$ cat src/rtl/lrs_pkg.sv
package lrs_pkg;
  localparam int NUM_BOUNDS  = 3;
  localparam int NUM_REGIONS = NUM_BOUNDS + 1;
  localparam int SEL_W       = 2;
  localparam int PTR_W       = NUM_REGIONS * SEL_W;
  localparam int NUM_LANES   = 3;
  localparam int REG_W       = $clog2(NUM_REGIONS);
  typedef logic [SEL_W-1:0] seq_sel_t;
endpackage

$ cat src/rtl/lrs_line_counter.sv
module lrs_line_counter #(
  parameter int LINE_W = 12
) (
  input  logic              clk,
  input  logic              rst_n,
  input  logic              field_start_i,
  input  logic              line_stb_i,
  output logic [LINE_W-1:0] line_next_o,
  output logic              boundary_o
);
  localparam logic [LINE_W-1:0] LINE_MAX = {LINE_W{1'b1}};

  logic [LINE_W-1:0] cnt_q, cnt_d;
  logic              cnt_en;

  assign cnt_en = field_start_i | line_stb_i;

  always_comb begin
    cnt_d = cnt_q;
    if (field_start_i) begin
      cnt_d = '0;
    end else if (line_stb_i && (cnt_q != LINE_MAX)) begin
      cnt_d = cnt_q + 1'b1;
    end
  end

  always_ff @(posedge clk or negedge rst_n) begin
    if (!rst_n) begin
      cnt_q <= '0;
    end else if (cnt_en) begin
      cnt_q <= cnt_d;
    end
  end

  assign line_next_o = cnt_d;
  assign boundary_o  = cnt_en;


  cnt_clear_chk: assert property (@(posedge clk) disable iff (!rst_n)
    field_start_i |=> (cnt_q == '0));

  cnt_step_chk: assert property (@(posedge clk) disable iff (!rst_n)
    (line_stb_i && !field_start_i && (cnt_q != LINE_MAX)) |=> (cnt_q == $past(cnt_q) + 1'b1));

  cnt_sat_chk: assert property (@(posedge clk) disable iff (!rst_n)
    (line_stb_i && !field_start_i && (cnt_q == LINE_MAX)) |=> (cnt_q == LINE_MAX));
endmodule

$ cat src/rtl/lrs_region_decode.sv
module lrs_region_decode
  import lrs_pkg::*;
#(
  parameter int LINE_W = 12
) (
  input  logic [LINE_W-1:0]            line_i,
  input  logic [NUM_BOUNDS*LINE_W-1:0] bnd_i,
  output logic [REG_W-1:0]             region_o
);
  logic [NUM_BOUNDS-1:0] valid;
  logic [NUM_BOUNDS-1:0] hit;

  for (genvar k = 0; k < NUM_BOUNDS; k++) begin : g_bnd
    logic [LINE_W-1:0] pos;
    assign pos = bnd_i[k*LINE_W +: LINE_W];
    if (k == 0) begin : g_first
      assign valid[k] = (pos != '0);
    end else begin : g_rest
      assign valid[k] = valid[k-1] && (pos > bnd_i[(k-1)*LINE_W +: LINE_W]);
    end
    assign hit[k] = valid[k] && (line_i >= pos);
  end

  always_comb begin
    region_o = '0;
    for (int k = 0; k < NUM_BOUNDS; k++) begin
      if (hit[k]) region_o = REG_W'(k + 1);
    end
  end
endmodule

$ cat src/rtl/lrs_region_sel.sv
module lrs_region_sel
  import lrs_pkg::*;
#(
  parameter int LINE_W = 12
) (
  input  logic                         clk,
  input  logic                         rst_n,
  input  logic                         boundary_i,
  input  logic [LINE_W-1:0]            line_next_i,
  input  logic [NUM_BOUNDS*LINE_W-1:0] bnd_i,
  input  logic [PTR_W-1:0]             ptr_i,
  output seq_sel_t                     sel_o
);
  logic [REG_W-1:0] region;
  seq_sel_t         sel_q, sel_d;

  lrs_region_decode #(.LINE_W(LINE_W)) u_decode (
    .line_i   (line_next_i),
    .bnd_i    (bnd_i),
    .region_o (region)
  );

  always_comb begin
    sel_d = sel_q;
    if (boundary_i) sel_d = ptr_i[region*SEL_W +: SEL_W];
  end

  always_ff @(posedge clk or negedge rst_n) begin
    if (!rst_n) begin
      sel_q <= '0;
    end else begin
      sel_q <= sel_d;
    end
  end

  assign sel_o = sel_q;


  sel_hold_chk: assert property (@(posedge clk) disable iff (!rst_n)
    !boundary_i |=> $stable(sel_q));

  sel_region0_chk: assert property (@(posedge clk) disable iff (!rst_n)
    (boundary_i && (line_next_i == '0)) |=> (sel_q == $past(ptr_i[SEL_W-1:0])));
endmodule

$ cat src/rtl/line_region_seqsel.sv
module line_region_seqsel
  import lrs_pkg::*;
#(
  parameter int LINE_W = 12
) (
  input  logic                         clk,
  input  logic                         rst_n,
  input  logic                         field_start_i,
  input  logic                         line_stb_i,
  input  logic [NUM_BOUNDS*LINE_W-1:0] clamp_bnd_i,
  input  logic [PTR_W-1:0]             clamp_ptr_i,
  input  logic [NUM_BOUNDS*LINE_W-1:0] pblk_bnd_i,
  input  logic [PTR_W-1:0]             pblk_ptr_i,
  input  logic [NUM_BOUNDS*LINE_W-1:0] hblk_bnd_i,
  input  logic [PTR_W-1:0]             hblk_ptr_i,
  output logic [SEL_W-1:0]             clamp_sel_o,
  output logic [SEL_W-1:0]             pblk_sel_o,
  output logic [SEL_W-1:0]             hblk_sel_o
);
  logic [LINE_W-1:0]            line_next;
  logic                         boundary;
  logic [NUM_BOUNDS*LINE_W-1:0] bnd_arr [NUM_LANES];
  logic [PTR_W-1:0]             ptr_arr [NUM_LANES];
  seq_sel_t                     sel_arr [NUM_LANES];

  assign bnd_arr[0] = clamp_bnd_i;
  assign bnd_arr[1] = pblk_bnd_i;
  assign bnd_arr[2] = hblk_bnd_i;
  assign ptr_arr[0] = clamp_ptr_i;
  assign ptr_arr[1] = pblk_ptr_i;
  assign ptr_arr[2] = hblk_ptr_i;

  lrs_line_counter #(.LINE_W(LINE_W)) u_counter (
    .clk           (clk),
    .rst_n         (rst_n),
    .field_start_i (field_start_i),
    .line_stb_i    (line_stb_i),
    .line_next_o   (line_next),
    .boundary_o    (boundary)
  );

  for (genvar s = 0; s < NUM_LANES; s++) begin : g_lane
    lrs_region_sel #(.LINE_W(LINE_W)) u_lane (
      .clk         (clk),
      .rst_n       (rst_n),
      .boundary_i  (boundary),
      .line_next_i (line_next),
      .bnd_i       (bnd_arr[s]),
      .ptr_i       (ptr_arr[s]),
      .sel_o       (sel_arr[s])
    );
  end

  assign clamp_sel_o = sel_arr[0];
  assign pblk_sel_o  = sel_arr[1];
  assign hblk_sel_o  = sel_arr[2];


  rst_sel_zero_chk: assert property (@(posedge clk)
    !rst_n |-> (clamp_sel_o == '0 && pblk_sel_o == '0 && hblk_sel_o == '0));
endmodule

$ cat config.mk
export PLATFORM = sky130hd
export DESIGN_NAME = line_region_seqsel
export DESIGN_NICKNAME = d
export VERILOG_FILES = /design/src/rtl/lrs_pkg.sv /design/src/rtl/lrs_line_counter.sv /design/src/rtl/lrs_region_decode.sv /design/src/rtl/lrs_region_sel.sv /design/src/rtl/line_region_seqsel.sv
export SDC_FILE = /design/constraint.sdc
export NUM_CORES = 1
export LEC_CHECK = 0
export CELL_PAD_IN_SITES_DETAIL_PLACEMENT = 2
export CELL_PAD_IN_SITES_GLOBAL_PLACEMENT = 2
export CORE_MARGIN = 2
export CORE_UTILIZATION = 26
export CTS_CLUSTER_SIZE = 12
export DETAILED_ROUTE_END_ITERATION = 7
export GPL_TIMING_DRIVEN = 0
export PLACE_DENSITY_LB_ADDON = 0.08
export SLEW_MARGIN = 20
export SYNTH_ARGS = -nofsm -noshare
export SYNTH_HDL_FRONTEND = slang
export SYNTH_SLANG_ARGS = --single-unit
$ cat constraint.sdc
create_clock -name clk -period 3.93 [get_ports clk]
set_input_delay 0.393 -clock clk [delete_from_list [all_inputs] [get_ports clk]]
set_output_delay 0.393 -clock clk [all_outputs]
set_load 0.05 [all_outputs]
### Word-level counts from Yosys, hierarchy flattened

Cells that the tools add are included.

* bits in registers: 18
* input bits: 136
* output and inout bits: 6
* logic and storage cells: 55

* add/subtract/negate cells: 1
* $lt $le $gt $ge: 15
* equal/unequal tests: 1
* shift-type cells: 3
* muxes and demuxes: 11
* bitwise gates (word level): 1
* reduce and logical (&&, ||, !) cells: 19

Operators by type and width (number)
* $ge A12 B12 Y1: 9
* $gt A12 B12 Y1: 6
* $reduce_bool A12 Y1: 3
* $mux W12: 2
* $shiftx A8 B4 Y2: 3
* $logic_and A1 B1 Y1: 16
* $add A12 B1 Y12 const B: 1
* $mux W2: 6
* $ne A12 B12 Y1 const B: 1
* $mux W1: 3
* $or A1 B1 Y1: 1

### Logic depth before layout (Yosys ltp)

Gate-level depths: netlist (run 1).

* word-level depth: 10
* gate-level depth with buffers: 18
* mapped depth without buffers: 18

### Cells and area by module

Synthesis (run 1) repeated with hierarchy kept, for this count alone.

* cells, all modules: 685
* area, all modules: 5470.2 µm²

By module, submodules not included
* lrs_region_decode: instances 3, cells each 187, area an instance 1423.9 µm², sequential area each 0.0 µm²
* lrs_line_counter: instances 1, cells each 85, area an instance 793.3 µm², sequential area each 300.3 µm²
* lrs_region_sel: instances 3, cells each 13, area an instance 135.1 µm², sequential area each 50.0 µm²

### Least setup slack after synthesis (run 1)

Ideal clock, no wire load.

* path kind: reg-to-reg
* from: reg u_counter.cnt_q[6]
* to: reg g_lane[0].u_lane.sel_q[0]
* library setup time: 0.090 ns
* data arrival time: 4.168 ns
* required time: 3.840 ns
* path slack: -0.328 ns
* stages on the path, launching flop included: 17
* buffers on the path: 1
* period minus slack after synthesis: 4.258 ns
* cell sequence: dfrtp_1 > and4_4 > and3_4 > buf_6 > a21boi_1 > nand4_1 > nor3_1 > nand4_1 > xor2_1 > nor2_1 > ha_1 > and3_1 > a221o_1 > a21o_1 > o2111a_1 > or3b_1 > o221ai_1

* word-level cells in the longest chain between the ends: 10
* elaborated cells on any way between the ends: 15
* classes of those cells: add/sub: 1; order compare: 3; eq/ne: 1; shift: 1; mux: 5; reduce/logical: 4

RTL lines
* start: declaration: line lrs_line_counter.sv:13 `logic [LINE_W-1:0] cnt_q, cnt_d;`
* start signal: assignment: line lrs_line_counter.sv:31 `cnt_q <= cnt_d;`
* parallel branches: the longest is 2 deep, another holds $add A12 B1 Y12
* $mux W12 *: line lrs_line_counter.sv:22 `end else if (line_stb_i && (cnt_q != LINE_MAX)) begin`
* $mux W12 *: line lrs_line_counter.sv:20 `if (field_start_i) begin`
* net g_lane[0].u_lane.line_next_i[9]: line lrs_region_sel.sv:9 `input logic [LINE_W-1:0] line_next_i,`
* $ge A12 B12 Y1: line lrs_region_decode.sv:21 `assign hit[k] = valid[k] && (line_i >= pos);`
* $logic_and A1 B1 Y1: line lrs_region_decode.sv:21
* $mux W1: line lrs_region_decode.sv:27 `if (hit[k]) region_o = REG_W'(k + 1);`
* $mux W2: line lrs_region_decode.sv:27
* $mux W2 *: line lrs_region_decode.sv:27
* $shiftx A8 B4 Y2 *: line lrs_region_sel.sv:25 `if (boundary_i) sel_d = ptr_i[region*SEL_W +: SEL_W];`
* end signal: assignment: line lrs_region_sel.sv:32 `sel_q <= sel_d;`
* end: declaration: line lrs_region_sel.sv:15 `seq_sel_t sel_q, sel_d;`

Mark *: on every way through the listed nets, which the timed path passes.
A chain may end at the register's enable or synchronous reset.

### Worst setup path in the final report (run 1)

* from: in line_stb_i
* to: reg g_lane[0].u_lane.sel_q[1]

* word-level cells in the longest chain between the ends: 9
* elaborated cells on any way between the ends: 14
* classes of those cells: order compare: 3; shift: 1; mux: 5; bitwise: 1; reduce/logical: 4

RTL lines
* start: declaration: line line_region_seqsel.sv:9 `input logic line_stb_i,`
* $logic_and A1 B1 Y1 *: line lrs_line_counter.sv:22
* $mux W12 *: line lrs_line_counter.sv:22
* $mux W12 *: line lrs_line_counter.sv:20
* net g_lane[0].u_lane.line_next_i[9]: line lrs_region_sel.sv:9
* $ge A12 B12 Y1: line lrs_region_decode.sv:21
* $logic_and A1 B1 Y1: line lrs_region_decode.sv:21
* $mux W1: line lrs_region_decode.sv:27
* $mux W2: line lrs_region_decode.sv:27
* $mux W2 *: line lrs_region_decode.sv:27
* $shiftx A8 B4 Y2 *: line lrs_region_sel.sv:25

Mark *: on every way through the listed nets, which the timed path passes. The rest lies on a longest branch.

==> flow_summary.json, run 1 <==
{
  "outcome": "finished with violations",
  "violations": "setup timing",
  "max_cap_viol_count": 0,
  "htree_levels": 1,
  "rsz0062_at_grt": "true",
  "dieArea_um2": 21600,
  "slew-limit-headroom": 0.217,
  "grt_first_pass_wirelength_um": 35000,
  "swShare": 0.359,
  "power.switching_mw": 0.358,
  "synth_ff_type": "dfrtp_1",
  "max_freq_ghz": 0.249,
  "synthesis.nets": 968,
  "cts.sinks": 18,
  "power_frac_comb": 0.572,
  "cts_made_buffers": 3,
  "grt_max_degree": 19,
  "synth.cell_area_um2": 5320,
  "cp-start-kind": "input pin",
  "synth-seq-cells": 18,
  "clkTransAtPathRegs_ns": 0.05,
  "path_class": "input pin to register",
  "async_reset_ff_frac": 1.00,
  "clockPowerShare": 0.229,
  "cts_tree": "yes",
  "io_buffers": 140,
  "vias": 5747,
  "drtAntennaViolNets": 0,
  "dieWidth_um": 147,
  "dr.pass1.iters": 4,
  "setup_violations": 4,
  "ir_drop_mv": 0.137,
  "rows": 52,
  "synth_top_area_cell": "ha_1",
  "power.leakage_nw": 3.94,
  "syn_inst": 660,
  "ff2ff_setup_slack_ns": -0.08,
  "gr-total-overflow": 0,
  "layout.cells.non_filler": 1117,
  "die_h_um": 147,
  "drc": 0,
  "hold_violations": 0,
  "drive_gt1_frac": 0.137,
  "min_path_type": "register to register",
  "fin_worst_skew_ns": 0.00134,
  "cp_max_fo": 4,
  "worstPathRequired_ns": 4.09,
  "drt_iter0_drc": 90,
  "fill_cells": 2286,
  "synth_top_cells_by_area": "ha_1 (40%), dfrtp_1 (8.5%), inv_1 (7.8%)",
  "start_util": 0.264,
  "synth.distinct_cells": 59,
  "antenna_found_initial": 1,
  "hold_buffers": 0,
  "power.density_nw_per_um2": 126,
  "place_congestion": 0.810,
  "p_total_mw": 0.998,
  "coreArea_um2": 20200,
  "yosysSeqAreaShare": 0.0846,
  "viasPerCell": 5.15,
  "place_inst": 1070,
  "yosysWarnings": 0,
  "cp-end-kind": "register",
  "min_period_ns": 4.01,
  "pin_count": 142,
  "fin_crit_sh": 1.02,
  "worst_slew_pin_slew_ns": 1.17,
  "clk_latency_ns": 0.25,
  "nets": 1155,
  "wire_per_inst_um": 20.2,
  "arrival_ns": 4.18,
  "p_int_mw": 0.639,
  "hpwl_um": 18300,
  "drt-total-wl_um": 22500,
  "avgSynthCellArea_um2": 8.06,
  "track_usage": 0.203,
  "area_delta_synth_final_pct": 48.7,
  "setup_slack_ns": -0.0843,
  "cts_buffer_depth": 2,
  "grt_pass1_vias": 6510,
  "final_max_slew_viol_count": 0,
  "synth_edf_count": 0,
  "seqPwrFrac": 0.199,
  "synth.top_cell.area_share": 0.404,
  "cts-root-buf": "clkbuf_16"
}
==> logic make-up after synthesis <==
group | count (synthesis) | share of synthesized area
fa+ha+maj | 174 | 0.408
mux | 8 | 0.0150
xor+xnor | 8 | 0.0132
simple gates | 156 | 0.164
buf+inv | 117 | 0.0842
flops | 18 | 0.0846
compound gates | 179 | 0.231
==> synthesized netlist by cell type, drive strengths merged (10+ instances only) <==
library cell and count:
nand2b 14, nor2 35, nor4 10, ha 172, nor2b 13, nand2 18
o21ai 29, o21a 21, dfrtp 18, inv 111, nand4 26, a211oi 13
a21o 23, a21oi 36, o211ai 12
==> layout make-up <==
| class | count | area [µm²] | share of cell area |
|---|---|---|---|
| multi-input combinational | 525 | 4820 | 0.609 |
| timing repair buffer | 183 | 1780 | 0.224 |
| tap | 270 | 338 | 0.0427 |
| clock buffer | 4 | 88.8 | 0.0112 |
| antenna | 1 | 2.50 | 0.000316 |
| buffer | 5 | 20.0 | 0.00253 |
| inverter | 111 | 417 | 0.0526 |
| sequential | 18 | 453 | 0.0572 |
==> state kept, by name, indices dropped and copies added (netlist names) <==
name and cells:
u_counter.cnt_q 12, g_lane.u_lane.sel_o 6
==> power by group through the flow <==
stage | combinational [mW] | clock [mW] | sequential [mW]
6_report | 0.570 | 0.228 | 0.199
5_1_grt | 0.642 | 0.243 | 0.200
3_3_place_gp | 0.504 | 0 | 0.200
3_5_place_dp | 0.534 | 0 | 0.201
2_1_floorplan | 0.242 | 0 | 0.219
4_1_cts | 0.558 | 0.234 | 0.197
==> final timing paths <==
path                                           startpoint                        end  depth (start not counted)
worst max-delay path                           line_stb_i  g_lane[0].u_lane.sel_o[1]                         16
worst min-delay path            g_lane[2].u_lane.sel_o[0]  g_lane[2].u_lane.sel_o[0]                          2
worst max register to register         u_counter.cnt_q[1]  g_lane[0].u_lane.sel_o[1]                         18
worst min register to register  g_lane[2].u_lane.sel_o[0]  g_lane[2].u_lane.sel_o[0]                          2
max in group asynchronous                           rst_n         u_counter.cnt_q[6]                          1
min in group asynchronous                           rst_n         u_counter.cnt_q[9]                          1
==> metal layers <==
layer,up-vias,wire (µm),GRT usage
met5,-,0,0
met4,0,435,0.0284
met3,18,468,0.0149
met2,91,12100,0.403
met1,2823,9500,0.241
li1,2815,-,-
==> layout by cell type, fill, tap and decap left out, drive strengths merged, types with 3 or more instances in the layout <==
cell           synthesis  routed
xor2                   7       7
a2111oi                7       7
nor2b                 13      13
nor4                  10      10
a21oi                 36      36
nand2                 18      18
o21ai                 29      29
o21a                  21      21
a21o                  23      23
o31ai                  3       3
o311ai                 3       3
nor2                  35      35
and4                   6       6
nand4                 26      26
mux2i                  8       8
o221ai                 3       3
and3                   5       5
a211oi                13      13
nand2b                14      14
or4                    3       3
a32oi                  4       4
and2                   5       5
nand3                  9       9
ha                   172     172
dfrtp                 18      18
o21bai                 6       6
inv                  111     111
o211ai                12      12
clkbuf                 4       8
a31oi                  4       4
nor3                   7       7
clkdlybuf4s50          0     140
buf                    2      44
==> through the flow <==
stage	hold slack [ns]	setup TNS [ns]	setup WS [ns]	util	instance area, µm²
2_1_floorplan	0.0974	0	0.0263	-	5340
3_3_place_gp	0.555	-5.45	-1.01	0.351	7080
3_5_place_dp	0.568	-5.40	-1.04	0.352	7090
4_1_cts	0.575	-0.641	-0.174	0.376	7590
5_1_grt	0.621	-1.23	-0.287	0.392	7920
6_report	0.569	-0.226	-0.0843	0.392	7920
==> worst max-delay path: stages <==
cell             delay (ns)
clkdlybuf4s50_1        0.56
a21boi_4               0.22
nand4_1                0.15
buf_6                  0.16
nor3_4                 0.17
nand4_1                0.17
xor2_2                 0.26
nor2_4                 0.09
buf_6                  0.19
ha_4                   0.21
and3_4                 0.17
a221o_1                0.33
a21o_1                 0.17
o2111a_2               0.30
or3b_4                 0.42
o221ai_2               0.20
==> what timing repair did <==
| item | 4_1_cts | 5_1_grt |
|---|---|---|
| endpoints found under the setup margin | 6 | 6 |
| buffers inserted | 29 | 14 |
| gates resized for setup | 39 | 39 |
| pin swaps | 20 | 20 |
Power figures use the tool's default switching activity.
==> inputs of run 2 (changes only) <==
Settings changed: CORE_UTILIZATION 26 to 34, DONT_BUFFER_PORTS set to 1.
==> flow_summary.json, run 2 (same netlist as run 1, synthesis figures left out) <==
{
  "place_congestion": 0.818,
  "drc": 0,
  "finalSetupTns_ns": -0.300,
  "track_usage": 0.236,
  "swShare": 0.383,
  "clkTransAtPathRegs_ns": 0.05,
  "setup_violations": 4,
  "antennaDiodeCount": 0,
  "start_util": 0.349,
  "io_buffers": 0,
  "path_cells": "and4_4 > and3_4 > a21boi_4 > nand4_1 > nor3_2 > nand4_1 > xor2_2 > nor2_4 > buf_6 > buf_6 > ha_4 > a21o_1 > a21o_1 > a21o_1 > a211oi_4 > nand2b_1 > o211ai_1 > a32oi_1",
  "drtAntennaViolNets": 0,
  "p_int_mw": 0.503,
  "area_delta_synth_final_pct": 23.4,
  "ir_drop_mv": 0.142,
  "nets": 1021,
  "violations": "setup timing",
  "grt_first_pass_wirelength_um": 30600,
  "critical_path_buf_inv_count": 2,
  "cts_buffer_depth": 2,
  "cp-end-kind": "register",
  "cpMaxStageDelayCell": "dfrtp_2",
  "path_class": "register to register",
  "power_frac_comb": 0.477,
  "place_inst": 871,
  "cts_tree": "yes",
  "seqPwrFrac": 0.267,
  "dieWidth_um": 129,
  "rsz0062_at_grt": "true",
  "rows": 45,
  "drive_gt1_frac": 0.179,
  "wire_per_inst_um": 22.7,
  "vias": 5321,
  "arrival_ns": 4.14,
  "worstPathRequired_ns": 4.05,
  "drt_iter0_drc": 152,
  "coreArea_um2": 15300,
  "worst_slew_pin_slew_ns": 1.15,
  "setup_slack_ns": -0.0912,
  "final_max_slew_viol_count": 0,
  "dr.pass1.iters": 6,
  "min_path_type": "input pin to register",
  "power.switching_mw": 0.313,
  "hpwl_um": 16400,
  "cts-root-buf": "clkbuf_16",
  "max_stage_delay_ns": 0.46,
  "viasPerCell": 5.77,
  "max_freq_ghz": 0.249,
  "hold_violations": 0,
  "max_cap_viol_count": 0,
  "final_common_cell": "ha_1",
  "cts.sinks": 18,
  "layout.cells.non_filler": 922,
  "drt-total-wl_um": 20900,
  "cts_made_buffers": 3,
  "grt_pass1_vias": 5919,
  "fin_crit_sh": 1.02,
  "largest_reg_flops": 12,
  "fill_cells": 1702,
  "layout_common_cells": "ha_1 (161), inv_1 (110), buf_4 (35), a21oi_1 (34), nand4_1 (26)",
  "critPathMostFrequentCell": "a21o_1",
  "pin_count": 142,
  "fin_worst_skew_ns": 0.000854,
  "clockPowerShare": 0.256,
  "power.density_nw_per_um2": 124,
  "cp-start-kind": "register",
  "slew-limit-headroom": 0.233,
  "critPathTopFamily": "simple AND/OR/NAND/NOR gates",
  "power.leakage_nw": 3.39,
  "gr-total-overflow": 0,
  "clk_latency_ns": 0.25,
  "min_period_ns": 4.02,
  "htree_levels": 1,
  "regMostFlops": "u_counter.cnt_q",
  "die_h_um": 129,
  "antenna_found_initial": 0,
  "cp_max_fo": 7,
  "grt_max_degree": 19,
  "outcome": "finished with violations",
  "dieArea_um2": 16700
}
-- run 2: timing repair --
action                                  CTS  global route
setup buffers                            27            21
gates resized for setup                  39            57
endpoints found under the setup margin    6             6
hold buffers                              1             0
endpoints found under the hold margin    18             0
pin swaps                                20            50
-- run 2: worst paths after layout --
check	start	cells past startpoint	slack (ns)	end
max in group asynchronous	rst_n	1	2.63	u_counter.cnt_q[6]
max	u_counter.cnt_q[6]	18	-0.09	g_lane[1].u_lane.sel_o[1]
min	clamp_ptr_i[7]	2	0.29	g_lane[0].u_lane.sel_o[1]
min reg2reg	u_counter.cnt_q[11]	2	0.66	u_counter.cnt_q[11]
max reg2reg	u_counter.cnt_q[6]	18	-0.09	g_lane[1].u_lane.sel_o[1]
min in group asynchronous	rst_n	1	0.70	u_counter.cnt_q[9]
-- run 2: layer usage --
| metal | vias to the layer above | track usage | part of all wire |
|---|---|---|---|
| met5 | - | 0 | 0 |
| met4 | 0 | 0.0691 | 0.026 |
| met3 | 34 | 0.0409 | 0.048 |
| met2 | 118 | 0.465 | 0.54 |
| met1 | 2637 | 0.255 | 0.39 |
| li1 | 2532 | - | - |
-- run 2: power by group through the flow --
| stage | registers (mW) | logic [mW] | clock network (mW) |
|---|---|---|---|
| 2_1_floorplan | 0.219 | 0.242 | 0 |
| 3_3_place_gp | 0.221 | 0.302 | 0 |
| 3_5_place_dp | 0.221 | 0.332 | 0 |
| 4_1_cts | 0.218 | 0.356 | 0.210 |
| 5_1_grt | 0.219 | 0.448 | 0.220 |
| 6_report | 0.218 | 0.389 | 0.209 |
-- run 2: final cells by class --
class | count | area, µm² | share of cell area
Multi-Input combinational cell | 525 | 4880 | 0.743
Timing Repair Buffer | 49 | 454 | 0.0691
Sequential cell | 18 | 453 | 0.0690
Inverter | 111 | 422 | 0.0642
Tap cell | 211 | 264 | 0.0402
Clock buffer | 3 | 75.1 | 0.0114
Buffer | 5 | 20.0 | 0.00305
-- run 2: stage by stage --
| stage | total power, mW | setup slack, ns | area [µm²] | hold WS, ns | util |
|---|---|---|---|---|---|
| 3_3_place_gp | 0.523 | -1.09 | 5610 | 0.0980 | 0.367 |
| 2_1_floorplan | 0.460 | 0.0263 | 5340 | 0.0974 | - |
| 4_1_cts | 0.783 | -0.158 | 6080 | 0.292 | 0.398 |
| 6_report | 0.816 | -0.0912 | 6570 | 0.294 | 0.431 |
| 3_5_place_dp | 0.553 | -1.03 | 5610 | 0.0980 | 0.368 |
| 5_1_grt | 0.886 | -0.253 | 6570 | 0.307 | 0.431 |
==> inputs of run 3 (changes only) <==
Settings changed: MAX_ROUTING_LAYER set to met4, SLEW_MARGIN 20 to unset.
==> flow_summary.json, run 3 (same netlist as run 1, synthesis figures left out) <==
{
  "arrival_ns": 4.18,
  "vias": 5204,
  "gr-total-overflow": 0,
  "clkTransAtPathRegs_ns": 0.06,
  "antenna_found_initial": 0,
  "wire_per_inst_um": 22.3,
  "critPathTopFamily": "simple AND/OR/NAND/NOR gates",
  "cts-root-buf": "clkbuf_16",
  "drtAntennaViolNets": 0,
  "final_max_slew_viol_count": 0,
  "ff2ff_setup_slack_ns": -0.08,
  "max_cap_viol_count": 0,
  "path_depth": 14,
  "drc": 0,
  "largest_reg_flops": 12,
  "busiest_layer": "met2",
  "coreArea_um2": 15300,
  "hpwl_um": 16400,
  "slew-limit-headroom": 0.392,
  "critical_path_buf_inv_count": 1,
  "use_met2": 0.473,
  "setup_slack_ns": -0.0778,
  "io_buffers": 0,
  "htree_levels": 1,
  "max_stage_delay_ns": 0.59,
  "rows": 45,
  "min_period_ns": 4.01,
  "rr_endpoint": "g_lane[0].u_lane.sel_o[0]",
  "drt_iter0_drc": 130,
  "drt-total-wl_um": 20300,
  "violations": "setup timing",
  "power.density_nw_per_um2": 127,
  "r2r_cells": 14,
  "viasPerCell": 5.71,
  "endpoint": "g_lane[0].u_lane.sel_o[0]",
  "r2r-start": "u_counter.cnt_q[7]",
  "dieWidth_um": 129,
  "start_util": 0.349,
  "grt_pass1_vias": 5965,
  "clk_latency_ns": 0.26,
  "path_class": "register to register",
  "layout.cells.non_filler": 911,
  "cts_tree": "yes",
  "pin_count": 142,
  "cts_made_buffers": 3,
  "final_common_cell": "ha_1",
  "worstPathRequired_ns": 4.10,
  "fin_crit_sh": 1.02,
  "cp_max_fo": 9,
  "dieArea_um2": 16700,
  "power.leakage_nw": 3.32,
  "cts_buffer_depth": 2,
  "dr.pass1.iters": 4,
  "min_path_type": "input pin to register",
  "grtUsageMet3": 0.0446,
  "cpMaxStageDelayCell": "nor2_2",
  "grt_first_pass_wirelength_um": 31000,
  "place_congestion": 0.831,
  "die_h_um": 129,
  "dp_slack_ns": -1.18,
  "fin_worst_skew_ns": 0.00422,
  "grt_max_degree": 19,
  "place_inst": 871,
  "area_delta_synth_final_pct": 18.8,
  "worst_slew_pin_slew_ns": 0.912,
  "layout_common_cells": "ha_1 (166), inv_1 (110), a21oi_1 (34), buf_4 (31)",
  "cts.sinks": 18,
  "nets": 1010,
  "antennaDiodeCount": 0,
  "ir_drop_mv": 0.128,
  "critPathMostFrequentCell": "and3_4",
  "regMostFlops": "u_counter.cnt_q",
  "cp-start-kind": "register",
  "setup_violations": 3,
  "track_usage": 0.246,
  "startpoint": "u_counter.cnt_q[7]",
  "path_cells": "and4_4 > and3_4 > a21boi_4 > buf_4 > nand4_1 > xor2_1 > nor2_2 > ha_1 > and3_4 > a221o_1 > a21o_1 > o2111a_2 > or3b_4 > o221ai_1",
  "hold_violations": 0,
  "rsz0062_at_grt": "true",
  "drive_gt1_frac": 0.146,
  "outcome": "finished with violations",
  "max_freq_ghz": 0.250,
  "use_met1": 0.250,
  "cp-end-kind": "register"
}
[run 3: area by class of cell]
type	count	area, µm²
Multi-Input combinational cell	525	4750
Clock buffer	3	75.1
Tap cell	211	264
Fill cell	1725	8940
Sequential cell	18	455
Buffer	5	26.3
Timing Repair Buffer	38	337
Inverter	111	419
[run 3: report_power, final]
group	switching [mW]	leakage (nW)	internal (mW)
registers	0.0265	0.231	0.193
clock network	0.0790	0.0370	0.135
logic	0.204	3.06	0.167
[run 3: worst min-delay path by stage]
stage                     depth (start not counted)                        end      startpoint
after global placement                            0         u_counter.cnt_q[9]           rst_n
after floorplan                                   0  g_lane[0].u_lane.sel_o[0]           rst_n
final                                             2  g_lane[0].u_lane.sel_o[1]  clamp_ptr_i[7]
after CTS                                         2  g_lane[0].u_lane.sel_o[1]  clamp_ptr_i[7]
after detailed placement                          0         u_counter.cnt_q[9]           rst_n
after global routing                              2  g_lane[0].u_lane.sel_o[1]  clamp_ptr_i[7]
[run 3: layer usage]
metal	share of wire	wire length, µm	vias to the layer above
met5	0	0	-
met4	0.029	583	0
met3	0.055	1120	34
li1	-	-	2516
met1	0.38	7760	2521
met2	0.53	10800	133
[run 3: stage by stage]
| step | cell area [µm²] | hold slack, ns | power (mW) | util | TNS, ns |
|---|---|---|---|---|---|
| floorplan | 5340 | 0.0974 | 0.460 | - | 0 |
| detailed placement | 5610 | 0.0980 | 0.552 | 0.367 | -6.05 |
| global route | 6320 | 0.295 | 0.876 | 0.414 | -0.924 |
| finish | 6320 | 0.285 | 0.803 | 0.414 | -0.140 |
| global placement | 5610 | 0.0980 | 0.523 | 0.367 | -5.28 |
| CTS | 6000 | 0.283 | 0.786 | 0.393 | -0.533 |
[run 3: what timing repair did]
item                                   in CTS  in global routing
pin swaps                                  16                 30
setup buffers                              19                 18
endpoints found under the hold margin      18                  0
hold buffers                                1                  0
setup endpoints to repair                   6                  6
gates resized for setup                    37                 35
[run 3: worst register-to-register path: cells and delay by family, from the launching register on]
family          cells  cell delay, ns
simple gates        6            1.64
compound gates      5            1.16
flops               1            0.42
fa+ha+maj           1            0.37
xor+xnor            1            0.19
buf+inv             1            0.13
